[src/rtl/extIrqPkg.sv]
package extIrqPkg;

  typedef enum logic [1:0] {
    TRIG_LVL_LOW  = 2'd0,
    TRIG_FALL     = 2'd1,
    TRIG_LVL_HIGH = 2'd2,
    TRIG_RISE     = 2'd3
  } trigMode_e;

  // decoded bus action handed from control to datapath
  typedef struct packed {
    logic selCtrl;
    logic selPend;
    logic selEn;
    logic ctrlWr;
    logic enWr;
    logic pendClr;
  } regStrobe_t;

  function automatic int unsigned offCtrl(int unsigned layout);
    return (layout == 2) ? 32'h0C : 32'h00;
  endfunction

  function automatic int unsigned offPend(int unsigned layout);
    case (layout)
      1:       return 32'h08;
      2:       return 32'h10;
      default: return 32'h04;
    endcase
  endfunction

  function automatic int unsigned offEn(int unsigned layout);
    case (layout)
      1:       return 32'h04;
      2:       return 32'h40;
      default: return 32'h08;
    endcase
  endfunction

endpackage

[src/rtl/extIrqCtrl.sv]
module extIrqCtrl
  import extIrqPkg::*;
#(
  parameter int unsigned ADDR_W = 8,
  parameter int unsigned LAYOUT = 0
) (
  input  logic [ADDR_W-1:0] busAddr,
  input  logic              busWrEn,
  input  logic              wrBit0,
  output regStrobe_t        strobe
);

  localparam logic [ADDR_W-1:0] A_CTRL = ADDR_W'(offCtrl(LAYOUT));
  localparam logic [ADDR_W-1:0] A_PEND = ADDR_W'(offPend(LAYOUT));
  localparam logic [ADDR_W-1:0] A_EN   = ADDR_W'(offEn(LAYOUT));

  always_comb begin
    strobe.selCtrl = (busAddr == A_CTRL);
    strobe.selPend = (busAddr == A_PEND);
    strobe.selEn   = (busAddr == A_EN);
    strobe.ctrlWr  = busWrEn && strobe.selCtrl;
    strobe.enWr    = busWrEn && strobe.selEn;
    strobe.pendClr = busWrEn && strobe.selPend && wrBit0;
  end

endmodule

[src/rtl/extIrqDatapath.sv]
module extIrqDatapath
  import extIrqPkg::*;
#(
  parameter int unsigned DATA_W      = 32,
  parameter int unsigned SYNC_STAGES = 2
) (
  input  logic              clk,
  input  logic              rstN,
  input  logic              pinAsync,
  input  regStrobe_t        strobe,
  input  logic [1:0]        wrLow,
  output logic [DATA_W-1:0] rdData,
  output logic              irqOut,
  output trigMode_e         trig,
  output logic              pending,
  output logic              enable,
  output logic              syncd,
  output logic              prevS
);

  logic [SYNC_STAGES-1:0] syncQ;
  logic                   setCond;

  generate
    if (SYNC_STAGES == 1) begin : g_sync1
      always_ff @(posedge clk or negedge rstN)
        if (!rstN) syncQ <= '0;
        else       syncQ <= pinAsync;
    end else begin : g_syncN
      always_ff @(posedge clk or negedge rstN)
        if (!rstN) syncQ <= '0;
        else       syncQ <= {syncQ[SYNC_STAGES-2:0], pinAsync};
    end
  endgenerate

  assign syncd = syncQ[SYNC_STAGES-1];

  always_comb begin
    case (trig)
      TRIG_LVL_LOW:  setCond = !syncd;
      TRIG_FALL:     setCond = prevS && !syncd;
      TRIG_LVL_HIGH: setCond = syncd;
      default:       setCond = syncd && !prevS;
    endcase
  end

  always_ff @(posedge clk or negedge rstN) begin
    if (!rstN) begin
      prevS   <= 1'b0;
      trig    <= TRIG_LVL_LOW;
      enable  <= 1'b0;
      pending <= 1'b0;
      irqOut  <= 1'b0;
    end else begin
      prevS <= syncd;
      if (strobe.ctrlWr) trig   <= trigMode_e'(wrLow);
      if (strobe.enWr)   enable <= wrLow[0];
      // a detected event outranks a simultaneous clear
      if (setCond)             pending <= 1'b1;
      else if (strobe.pendClr) pending <= 1'b0;
      irqOut <= pending && enable;
    end
  end

  always_comb begin
    rdData = '0;
    if (strobe.selCtrl)      rdData[1:0] = trig;
    else if (strobe.selPend) rdData[0]   = pending;
    else if (strobe.selEn)   rdData[0]   = enable;
  end

endmodule

[src/rtl/extIrqTop.sv]
module extIrqTop
  import extIrqPkg::*;
#(
  parameter int unsigned ADDR_W = 8,
  parameter int unsigned DATA_W = 32,
  parameter int unsigned LAYOUT = 0
) (
  input  logic              clk,
  input  logic              rstN,
  input  logic              pinAsync,
  input  logic [ADDR_W-1:0] busAddr,
  input  logic              busWrEn,
  input  logic [DATA_W-1:0] busWrData,
  output logic [DATA_W-1:0] busRdData,
  output logic              irqOut
);

  regStrobe_t strobe;
  trigMode_e  trig;
  logic       pending;
  logic       enable;
  logic       syncd;
  logic       prevS;
  logic       unusedWrBits;

  assign unusedWrBits = ^busWrData[DATA_W-1:2];

  extIrqCtrl #(.ADDR_W(ADDR_W), .LAYOUT(LAYOUT)) ctrl_i (
    .busAddr (busAddr),
    .busWrEn (busWrEn),
    .wrBit0  (busWrData[0]),
    .strobe  (strobe)
  );

  extIrqDatapath #(.DATA_W(DATA_W), .SYNC_STAGES(2)) dp_i (
    .clk     (clk),
    .rstN    (rstN),
    .pinAsync(pinAsync),
    .strobe  (strobe),
    .wrLow   (busWrData[1:0]),
    .rdData  (busRdData),
    .irqOut  (irqOut),
    .trig    (trig),
    .pending (pending),
    .enable  (enable),
    .syncd   (syncd),
    .prevS   (prevS)
  );

endmodule

[config.mk]
export PLATFORM = sky130hd
export DESIGN_NAME = extIrqTop
export DESIGN_NICKNAME = d
export VERILOG_FILES = /design/src/rtl/extIrqPkg.sv /design/src/rtl/extIrqCtrl.sv /design/src/rtl/extIrqDatapath.sv /design/src/rtl/extIrqTop.sv
export SDC_FILE = /design/constraint.sdc
export NUM_CORES = 1
export LEC_CHECK = 0
export ABC_AREA = 1
export BUFFER_PORTS_ARGS = -buffer_cell sky130_fd_sc_hd__buf_4
export CORE_UTILIZATION = 29
export DETAILED_ROUTE_END_ITERATION = 10
export MAX_ROUTING_LAYER = met4
export PLACE_DENSITY = 0.85
export SETUP_SLACK_MARGIN = 0.02
export SYNTH_ARGS = -nofsm -noshare
export SYNTH_HDL_FRONTEND = slang
export SYNTH_SLANG_ARGS = --single-unit
[constraint.sdc]
create_clock -name clk -period 0.8 [get_ports clk]
set_input_delay 0.16 -clock clk [delete_from_list [all_inputs] [get_ports clk]]
set_output_delay 0.16 -clock clk [all_outputs]
set_load 0.02 [all_outputs]
==> metrics list <==
- The number of antenna violations at the first check in global routing is 0.
- By area the synthesized netlist is led by sky130_fd_sc_hd__buf_4 (34%), sky130_fd_sc_hd__dfrtp_1 (31%), sky130_fd_sc_hd__nand2_1 (10%).
- At the worst endpoint, the required time is 0.64 ns.
- Row Count: 16
* Timing-limited maximum frequency: 921.1 MHz
* Initial DRC count: 4
* Post-Synthesis Cells: 89
- Utilization after layout: 41.48%
* Final cell count without fillers: 141
- Number of synthesized register bits: 8
- During synthesis, Yosys emitted a total of 0 warnings.
- Setup CP Type: flip-flop to output pin
* Reported max-cap violation count: 0
- The final number of hold-violating endpoints is 0.
- In this run the worst hold path is classified as input pin to flip-flop.
- In this run the number of H-tree levels came out at 1.
- Gr usage total: 9.933%
- Layout overhead on the synthesized area: 29.45%
* Diodes inserted: 0
* Area of the mapped netlist: 654.4 µm²
* Dominant cell by count in the synthesized netlist: sky130_fd_sc_hd__buf_4
- Wire length of the first global-routing pass: 1807 µm
- Final setup slack of the worst path: -0.2857 ns
- VDD sags by at most 0.8392 mV.
- Fraction of layout instances using a drive strength above 1: 34.21%
- The HPWL after detailed placement is 838.3 µm.
- Total routed wirelength: 1031 µm
- Data arrives at the worst endpoint at 0.93 ns.
* Final setup viols: 5
- The average instance in the mapped netlist occupies 7.353 µm².
- Once the floorplan was initialized, standard cells occupied 32.05% of the core.
- Routability-driven placement finished with a final weighted congestion of 0.7337.
- Crit end category: output pin
- The number of global-route vias before repair came to 481.
- The checks that failed: setup timing.
* CTS root buf: sky130_fd_sc_hd__clkbuf_4
* Largest net degree at the start of global routing: 9
- Final-layout fill cell count: 206
- After detailed routing, the number of vias per cell comes to 3.745.
- Total iterations of the first detailed-routing run: 4
* Area of the core: 2042 µm²
- After detailed routing, the number of remaining DRC violations is 0.
- The later pin in the worst-skew pair is clocked with a latency of 0.25 ns.
- Die outline area: 2450 µm²
* Worst Setup Start Kind: flip-flop
- The net count of the finished layout is 160.
- Across the routed clock network, the largest skew measured is 0.003816 ns.
- Clock tree sinks: 8
- Subtracting the final worst setup slack from the clock period gives 1.086 ns.
- Across all hold checks on the routed design, the worst slack comes to 0.01773 ns.
- Most instantiated cells after synthesis: sky130_fd_sc_hd__buf_4 (30), sky130_fd_sc_hd__nand2_1 (18), sky130_fd_sc_hd__inv_1 (9), sky130_fd_sc_hd__dfrtp_1 (8), sky130_fd_sc_hd__nand3_1 (8)
- The completed layout was analyzed and its total power is 1.015 mW.
* Post-synth cell types: 12
- The detail route stage leaves a number of antenna-violating nets equal to 0.
- The largest total area in the synthesized netlist belongs to sky130_fd_sc_hd__buf_4.
- Fin. max-slew vios: 0
- Power per Cell Area: 1198 nW/µm²
- Proportion of register bits with asynchronous set or reset after synthesis: 100.0%
- In this run the static leakage power is 0.4950 nW.
- Final period utilization: 135.7%
- Global routing finished with a remaining overflow of 0.
- Unrepaired setup endpoints after global routing: true
* Most common flop cell mapped by yosys: sky130_fd_sc_hd__dfrtp_1
* CTS max path bufs: 2
- I/O pin total: 77
* Cell count after placement: 134
- Of the synthesized area, sequential elements account for 30.59%.
* Critical Path Fanout Max: 2
- In the final routed layout, each cell accounts on average for 7.312 µm.
- The flow ran to the end, but the final reports show violations.
* Area fraction of the dominant cell type after synthesis: 34.42%
- Vertical die dimension: 49.50 µm
- Via total after detailed routing: 528
- Count of port buffers added during placement: 16
* Width of the die: 49.50 µm
- Number of buffers created by CTS: 3
- The synthesized design contains 0 enable-type register cells.
* CTS tree: done
- Clock transition at the registers of the reported paths: 0.05 ns
[flip-flops by register name, summed over array words and instances, names as in the netlist]
register,count
dp_i.pending,1
dp_i.irqOut,1
dp_i.prevS,1
dp_i.syncQ,2
dp_i.trig,2
dp_i.enable,1
[per-layer routing]
layer | up-vias | track usage (%) | share of wire (%)
met1 | 234 | 8.902 | 36
met4 | 0 | 8.095 | 2.5
met3 | 4 | 1.235 | 6.3
met5 | - | - | 0
li1 | 257 | - | -
met2 | 33 | 18.49 | 55
[report_power, final]
group | internal, mW | switching, mW | total [mW]
logic | 0.0841 | 0.202 | 0.286
registers | 0.423 | 0.00940 | 0.432
clock network | 0.171 | 0.126 | 0.297
total | 0.678 | 0.337 | 1.01
[worst max-delay path, stage by stage (launching register included)]
cell	delay [ns]
sky130_fd_sc_hd__dfrtp_1	0.39
sky130_fd_sc_hd__nand3_2	0.07
sky130_fd_sc_hd__nand3_2	0.08
sky130_fd_sc_hd__buf_6	0.13
[final timing paths]
| check | startpoint | to | slack (ns) | cells after the start |
|---|---|---|---|---|
| setup reg to reg | dp_i.trig[1] | dp_i.pending | -0.07 | 6 |
| max in group asynchronous | rstN | dp_i.syncQ[1] | 0.41 | 2 |
| hold / removal | pinAsync | dp_i.syncQ[0] | 0.02 | 1 |
| setup / recovery | dp_i.pending | busRdData[0] | -0.29 | 3 |
| min in group asynchronous | rstN | dp_i.enable | 0.26 | 2 |
| hold reg to reg | dp_i.syncQ[0] | dp_i.syncQ[1] | 0.35 | 0 |
[cell usage in the layout (no fill, tap or decap), drive strengths merged]
master / Yosys / layout
o21ai: 1 / 1
conb: 1 / 30
dfrtp: 8 / 8
inv: 9 / 9
clkbuf: 0 / 3
nand3: 8 / 8
dlygate4sd3: 0 / 1
buf: 30 / 22
nor3b: 1 / 1
nand2: 21 / 21
nor2: 10 / 10
[logic make-up after synthesis]
logic type / share of synthesized area, %
other cells: 0.5731
buf+inv: 39.58
compound gates: 0.7641
simple gates: 28.49
flops: 30.59
[stage by stage]
step	worst slack [ns]	setup TNS, ns	instance area (µm²)
2_1_floorplan	-0.01948	-0.02461	799.5
5_1_grt	-0.3488	-1.041	847.1
6_report	-0.2857	-0.7520	847.1
4_1_cts	-0.2903	-0.8047	825.8
3_3_place_gp	-0.2395	-1.104	750.7
3_5_place_dp	-0.2420	-1.165	750.7
[area by class of cell]
cell class | instances | area (µm²) | share of cell area [%]
multi-input combinational | 71 | 355.3 | 41.95
timing repair buffer | 23 | 201.4 | 23.78
tap | 27 | 33.78 | 3.988
clock buffer | 3 | 22.52 | 2.659
sequential | 8 | 200.2 | 23.63
inverter | 9 | 33.78 | 3.988
[repair_timing]
action / in CTS / in global routing
cloned: 0 / 0
pin swaps: 5 / 2
setup buffers: 3 / 0
endpoints found under the hold margin: 8 / 0
resized for setup: 6 / 6
hold buffers: 1 / 0
endpoints found under the setup margin: 4 / 7
(Power assumes the default switching activity.)
